===== config.mk =====
export PLATFORM = sky130hd
export DESIGN_NAME = gpio_irq_detect
export DESIGN_NICKNAME = d
export VERILOG_FILES = /design/src/rtl/gpio_irq_pkg.sv /design/src/rtl/gpio_irq_cfg_regs.sv /design/src/rtl/gpio_irq_pin_detect.sv /design/src/rtl/gpio_irq_status.sv /design/src/rtl/gpio_irq_detect.sv
export SDC_FILE = /design/constraint.sdc
export NUM_CORES = 1
export LEC_CHECK = 0
export ABC_AREA = 1
export BUFFER_PORTS_ARGS = -buffer_cell sky130_fd_sc_hd__buf_2
export CAP_MARGIN = 20
export CORE_MARGIN = 1
export CORE_UTILIZATION = 30
export CTS_CLUSTER_DIAMETER = 150
export DETAILED_ROUTE_END_ITERATION = 10
export GPL_ROUTABILITY_DRIVEN = 0
export PLACE_DENSITY = 0.54
export SLEW_MARGIN = 20
export SYNTH_ARGS = -nofsm -noshare
export SYNTH_HDL_FRONTEND = slang
export SYNTH_SLANG_ARGS = --single-unit

===== constraint.sdc =====
create_clock -name clk -period 1.5 [get_ports clk]
set_clock_uncertainty 0.15 [all_clocks]
set_input_delay 0.225 -clock clk [delete_from_list [all_inputs] [get_ports clk]]
set_output_delay 0.225 -clock clk [all_outputs]
set_load 0.05 [all_outputs]

===== src/rtl/gpio_irq_pkg.sv =====
`timescale 1ns/1ps
package gpio_irq_pkg;

    // Register map. The offsets are the contract with software.
    localparam int REG_LVLSEL = 0;
    localparam int REG_POL    = 1;
    localparam int REG_BOTH   = 2;
    localparam int REG_MASK   = 3;
    localparam int REG_STS    = 4;

    // Trigger mode of one pin, decoded from its three configuration bits.
    typedef enum logic [2:0] {
        TRIG_FALL = 3'd0,
        TRIG_RISE = 3'd1,
        TRIG_BOTH = 3'd2,
        TRIG_LOW  = 3'd3,
        TRIG_HIGH = 3'd4
    } trig_e;

    // Level selection wins over both-edges; polarity picks the edge or the level.
    function automatic trig_e decode_trig(input logic lvl, input logic pol, input logic both);
        trig_e m;
        if (lvl)       m = pol ? TRIG_HIGH : TRIG_LOW;
        else if (both) m = TRIG_BOTH;
        else           m = pol ? TRIG_RISE : TRIG_FALL;
        return m;
    endfunction

endpackage


===== src/rtl/gpio_irq_cfg_regs.sv =====
`timescale 1ns/1ps
module gpio_irq_cfg_regs
    import gpio_irq_pkg::*;
#(
    parameter int NPINS  = 32,
    parameter int ADDR_W = 3
) (
    input  logic              clk,
    input  logic              rst_n,
    input  logic              wr_en,
    input  logic [ADDR_W-1:0] addr,
    input  logic [NPINS-1:0]  wdata,
    output logic [NPINS-1:0]  lvl_q,
    output logic [NPINS-1:0]  pol_q,
    output logic [NPINS-1:0]  both_q,
    output logic [NPINS-1:0]  mask_q
);

    localparam logic [ADDR_W-1:0] A_LVL  = ADDR_W'(REG_LVLSEL);
    localparam logic [ADDR_W-1:0] A_POL  = ADDR_W'(REG_POL);
    localparam logic [ADDR_W-1:0] A_BOTH = ADDR_W'(REG_BOTH);
    localparam logic [ADDR_W-1:0] A_MASK = ADDR_W'(REG_MASK);

    always_ff @(posedge clk or negedge rst_n) begin
        if (!rst_n) begin
            lvl_q  <= '0;
            pol_q  <= '0;
            both_q <= '0;
            mask_q <= '0;
        end else if (wr_en) begin
            if (addr == A_LVL)  lvl_q  <= wdata;
            if (addr == A_POL)  pol_q  <= wdata;
            if (addr == A_BOTH) both_q <= wdata;
            if (addr == A_MASK) mask_q <= wdata;
        end
    end

endmodule


===== src/rtl/gpio_irq_pin_detect.sv =====
`timescale 1ns/1ps
module gpio_irq_pin_detect
    import gpio_irq_pkg::*;
(
    input  logic clk,
    input  logic rst_n,
    input  logic pin,
    input  logic lvl,
    input  logic pol,
    input  logic both,
    output logic hit
);

    logic  prev_q;
    trig_e mode;

    // Sample from the previous cycle, used for edge comparison.
    always_ff @(posedge clk or negedge rst_n) begin
        if (!rst_n) prev_q <= 1'b0;
        else        prev_q <= pin;
    end

    assign mode = decode_trig(lvl, pol, both);

    always_comb begin
        hit = 1'b0;
        unique case (mode)
            TRIG_FALL: hit = prev_q & ~pin;
            TRIG_RISE: hit = ~prev_q & pin;
            TRIG_BOTH: hit = prev_q ^ pin;
            TRIG_LOW:  hit = ~pin;
            TRIG_HIGH: hit = pin;
            default:   hit = 1'b0;
        endcase
    end

endmodule


===== src/rtl/gpio_irq_status.sv =====
`timescale 1ns/1ps
module gpio_irq_status #(
    parameter int NPINS = 32
) (
    input  logic             clk,
    input  logic             rst_n,
    input  logic [NPINS-1:0] evt,
    input  logic             clr,
    input  logic [NPINS-1:0] mask,
    output logic [NPINS-1:0] status_q,
    output logic             irq
);

    logic [NPINS-1:0] kept;

    // A clear drops the old bits only; new events in the same cycle survive.
    assign kept = clr ? '0 : status_q;

    always_ff @(posedge clk or negedge rst_n) begin
        if (!rst_n) status_q <= '0;
        else        status_q <= kept | evt;
    end

    assign irq = |(status_q & mask);

endmodule


===== src/rtl/gpio_irq_detect.sv =====
`timescale 1ns/1ps
module gpio_irq_detect
    import gpio_irq_pkg::*;
#(
    parameter int NPINS  = 32,
    parameter int ADDR_W = 3
) (
    input  logic              clk,
    input  logic              rst_n,
    input  logic              wr_en,
    input  logic              rd_en,
    input  logic [ADDR_W-1:0] addr,
    input  logic [NPINS-1:0]  wdata,
    output logic [NPINS-1:0]  rdata,
    input  logic [NPINS-1:0]  pin_i,
    output logic              irq_o
);

    localparam logic [ADDR_W-1:0] A_STS = ADDR_W'(REG_STS);

    logic [NPINS-1:0] lvl_q, pol_q, both_q, mask_q;
    logic [NPINS-1:0] evt;
    logic [NPINS-1:0] status_q;
    logic             sts_clr;

    gpio_irq_cfg_regs #(.NPINS(NPINS), .ADDR_W(ADDR_W)) u_cfg (
        .clk    (clk),
        .rst_n  (rst_n),
        .wr_en  (wr_en),
        .addr   (addr),
        .wdata  (wdata),
        .lvl_q  (lvl_q),
        .pol_q  (pol_q),
        .both_q (both_q),
        .mask_q (mask_q)
    );

    for (genvar g = 0; g < NPINS; g++) begin : g_pin
        gpio_irq_pin_detect u_det (
            .clk   (clk),
            .rst_n (rst_n),
            .pin   (pin_i[g]),
            .lvl   (lvl_q[g]),
            .pol   (pol_q[g]),
            .both  (both_q[g]),
            .hit   (evt[g])
        );
    end

    assign sts_clr = rd_en && (addr == A_STS);

    gpio_irq_status #(.NPINS(NPINS)) u_sts (
        .clk      (clk),
        .rst_n    (rst_n),
        .evt      (evt),
        .clr      (sts_clr),
        .mask     (mask_q),
        .status_q (status_q),
        .irq      (irq_o)
    );

    always_comb begin
        case (int'(addr))
            REG_LVLSEL: rdata = lvl_q;
            REG_POL:    rdata = pol_q;
            REG_BOTH:   rdata = both_q;
            REG_MASK:   rdata = mask_q;
            REG_STS:    rdata = status_q;
            default:    rdata = '0;
        endcase
    end

endmodule


==> results_dict.tcl <==
set metrics [dict create \
    cts_made_buffers 17 \
    synth_top_area_cell "dfrtp_1" \
    grt_pass1_wl_um 50150 \
    synthesis.area_um2 10570 \
    grt_usage 0.1777 \
    synth_compound_gate_area_share 0.09515 \
    worst_slew_margin_rel 0.7832 \
    arrival_ns 1.59 \
    tritoncts_clock_tree "built" \
    area_of_the_multi_input_gates_um2 5539 \
    comb_power_share 0.299 \
    hold_path_class "in2reg" \
    synth_seq_cells 192 \
    synth.area.top_cells "dfrtp_1, nand2_1, ha_1" \
    intPower_mw 11.28 \
    utilization 0.4399 \
    io_buffer_count 103 \
    yosys.area_share.adder 0.07574 \
    drt_first_iter_violations 491 \
    timing.critical_path.slowest_stage_cell "dfrtp_1" \
    violations_in_the_final_reports "setup timing" \
    synthMuxAreaShare 0 \
    critical_path.top_delay_family "simple AND/OR/NAND/NOR gates" \
    final_cell_mix "nand2_1, dfrtp_1, inv_1" \
    cp_data_required_time_ns 1.12 \
    clkPwrFrac 0.306 \
    largest_net_degree_at_the_start_of_global_routing 51 \
    ant_nets 0 \
    clockRootBuffer "clkbuf_16" \
    syn_inst 1450 \
    initial_utilization 0.3053 \
    yosysWarnings 0 \
    crit_path_cell_trace "nand2_1, nand2_1, nor2_1, nand2_1, nor2_4, nand2_2, buf_6" \
    fraction_of_synthesized_cell_area_taken_by_the_top_area_cell_type 0.4544 \
    synth.yosys.seq_area_share 0.4544 \
    finalHoldViolCount 0 \
    route.detailed.vias_per_inst 4.549 \
    final.fill_count 3404 \
    critical_path_depth 7 \
    fmaxAchievable_mhz 509.2 \
    rr_startpoint "g_pin[9].u_det.prev_q" \
    num_antenna_cells 0 \
    setup-violations-final 33 \
    status "complete, but fails checks" \
    clock_insertion_delay_at_the_later_pin_of_the_skew_report_ns 0.44 \
    drv_cap 0 \
    grt_antenna_before_repair 1 \
    rows 68 \
    sum_of_buffers_and_inverters_on_the_critical_path 1 \
    setup_repair_after_global_routing_missed_its_margin "yes" \
    final_critical_path_setup_slack_ns -0.4638 \
    critical_path_class "reg2out" \
    ports_placed_on_the_boundary 104 \
    synth_top_family_by_area "simple AND/OR/NAND/NOR gates" \
    grt_overflow 0 \
    chipHeight_um 189.7 \
    area_grow_syn2layout_pct 44.09 \
    startpoint "u_sts.status_q[16]" \
    critPathMaxStageDelay_ns 0.41 \
    post-route-cell-area_um2 15230 \
    clk_pin_slew_worst_paths_ns 0.07 \
    detailedPlacementHpwl_um 20970 \
    timing.critical_path.fanout_max 3 \
    power_switching_share 0.3247 \
    combined_flip_flop_and_latch_cell_area_um2 4805 \
    power.density_cell_area_nw_per_um2 1096 \
    destination_of_the_critical_timing_path "irq_o" \
    cellLeakagePower_nw 7.813 \
    dp_worst_setup_slack_ns -0.3413 \
    cp_common_cell "nand2_1" \
    power.switching_mw 5.422 \
    dpl_cell_area_um2 12550 \
    drcViolationCount 0 \
    timing.critical_path.to_type "output pin" \
    holdWs_ns 0.0002230 \
    routed-via-count 9957 \
    drive_above_1_share 0.2509 \
    vdd.ir_drop.worst_uv 859.8 \
    startpoint_type "flop" \
    grt_pass1_vias 9794 \
    layout.nets 1858 \
    layout.cells.most_common "nand2_1" \
    synth_fp_nets 1585 \
    floorplan.die_area_um2 36000 \
    setup_tns_after_final_layout_ns -8.896 \
    finalWorstPathRequiredPeriod_ns 1.964 \
    average_footprint_of_a_synthesized_cell_um2 7.291 \
    synth.distinct_cells 18 \
    dieWidth_um 189.7 \
    rrSetupSlack_ns 0.19 \
    synth_simple_gate_area_share 0.2917 \
    timing.final.crit_share 1.309 \
    wl_um 30990 \
    cts.sinks 192 \
    final_slew_violations 0 \
    hold_path_origin "wdata[15]" \
    h-tree-depth 4 \
    cts-root-to-sink-buffers 2 \
    worst-slew-pin-transition_ns 0.3253 \
    worst_reg2reg_path_depth 6 \
    p_seq_frac 0.395 \
    detailedRoute.firstPassIterationCount 5 \
    parity_gate_share_of_the_synthesized_area_counting_xor_and_xnor_cells 0 \
    rr_endpoint "u_sts.status_q[9]" \
    coreArea_um2 34630 \
    avgRoutedWirePerCell_um 14.16 \
]
## worst min-delay path by stage
stage / to / slack (ns) / cells after the start
3_3_place_gp: u_cfg.lvl_q[24] / -0.02 / 1
2_1_floorplan: g_pin[0].u_det.prev_q / -0.22 / 0
5_1_grt: u_cfg.both_q[15] / 0.05 / 3
3_5_place_dp: u_cfg.lvl_q[24] / -0.01 / 1
6_report: u_cfg.both_q[15] / 0.0002 / 3
4_1_cts: u_cfg.both_q[15] / 0.02 / 3
## cells in the mapped netlist
| cell type | number |
|---|---|
| nor2_2 | 2 |
| dfrtp_1 | 192 |
| o21ai_1 | 41 |
| inv_2 | 1 |
| buf_2 | 11 |
| nand2_1 | 500 |
| inv_1 | 176 |
| nor3_4 | 1 |
| clkbuf_1 | 39 |
| nand3_1 | 139 |
| nor3_2 | 1 |
| buf_1 | 3 |
| nand3_2 | 2 |
| ha_1 | 64 |
| nand2_2 | 1 |
| o21ai_0 | 160 |
| nor2_4 | 1 |
| nor2_1 | 116 |
## timing repair
item / 4_1_cts / 5_1_grt
setup buffers: 34 / 18
endpoints found under the setup margin: 33 / 35
gates cloned: 0 / 1
hold buffers: 64 / 0
pin swaps: 74 / 70
hold endpoints to repair: 338 / 0
resized for setup: 211 / 95
## logic make-up after synthesis
logic type | count (synthesis)
adder cells (fa/ha/maj) | 64
buffers and inverters | 230
AND/OR/NAND/NOR | 763
flip-flops | 192
AO/OA/AOI/OAI | 201
## stage by stage
step                      cells  power [mW]
after floorplan            1450       9.087
after global placement     2050       10.47
after detailed placement   2050       10.57
after CTS                  2178       16.62
after global routing       2189       17.77
final                      2189       16.70
## area by class of cell
cell class,count,area share
clock inverter,10,0.01216
inverter,177,0.04361
multi-input combinational,1028,0.3636
tap,455,0.03737
timing repair buffer,307,0.1979
clock buffer,20,0.02998
sequential,192,0.3154
## per-layer routing
| metal | share of wire | wire, um | global-route usage | up-vias |
|---|---|---|---|---|
| met5 | 0.00029 | 9 | 0 | - |
| met4 | 0.0076 | 236 | 0.04249 | 2 |
| met3 | 0.037 | 1150 | 0.03247 | 22 |
| met2 | 0.48 | 14990 | 0.3014 | 150 |
| met1 | 0.47 | 14600 | 0.2334 | 4686 |
| li1 | - | - | - | 5097 |
## sequential cells by signal, summed over array words and instances, names as in the netlist
register	cells
u_sts.status_q	32
u_cfg.lvl_q	32
u_cfg.both_q	32
g_pin.u_det.prev_q	32
u_cfg.mask_q	32
u_cfg.pol_q	32
## power groups by stage
stage | Sequential [mW] | Combinational, mW | Clock, mW
2_1_floorplan | 6.59 | 2.50 | 0
3_3_place_gp | 6.69 | 3.77 | 0
3_5_place_dp | 6.72 | 3.85 | 0
4_1_cts | 6.58 | 4.79 | 5.25
5_1_grt | 6.70 | 5.60 | 5.46
6_report | 6.60 | 5.00 | 5.11
## tightest hold or removal path, cell delays in order
cell	delay [ns]
buf_2	0.09
inv_1	0.09
o21ai_1	0.14
No activity file was read; power rests on OpenSTA's default activity.
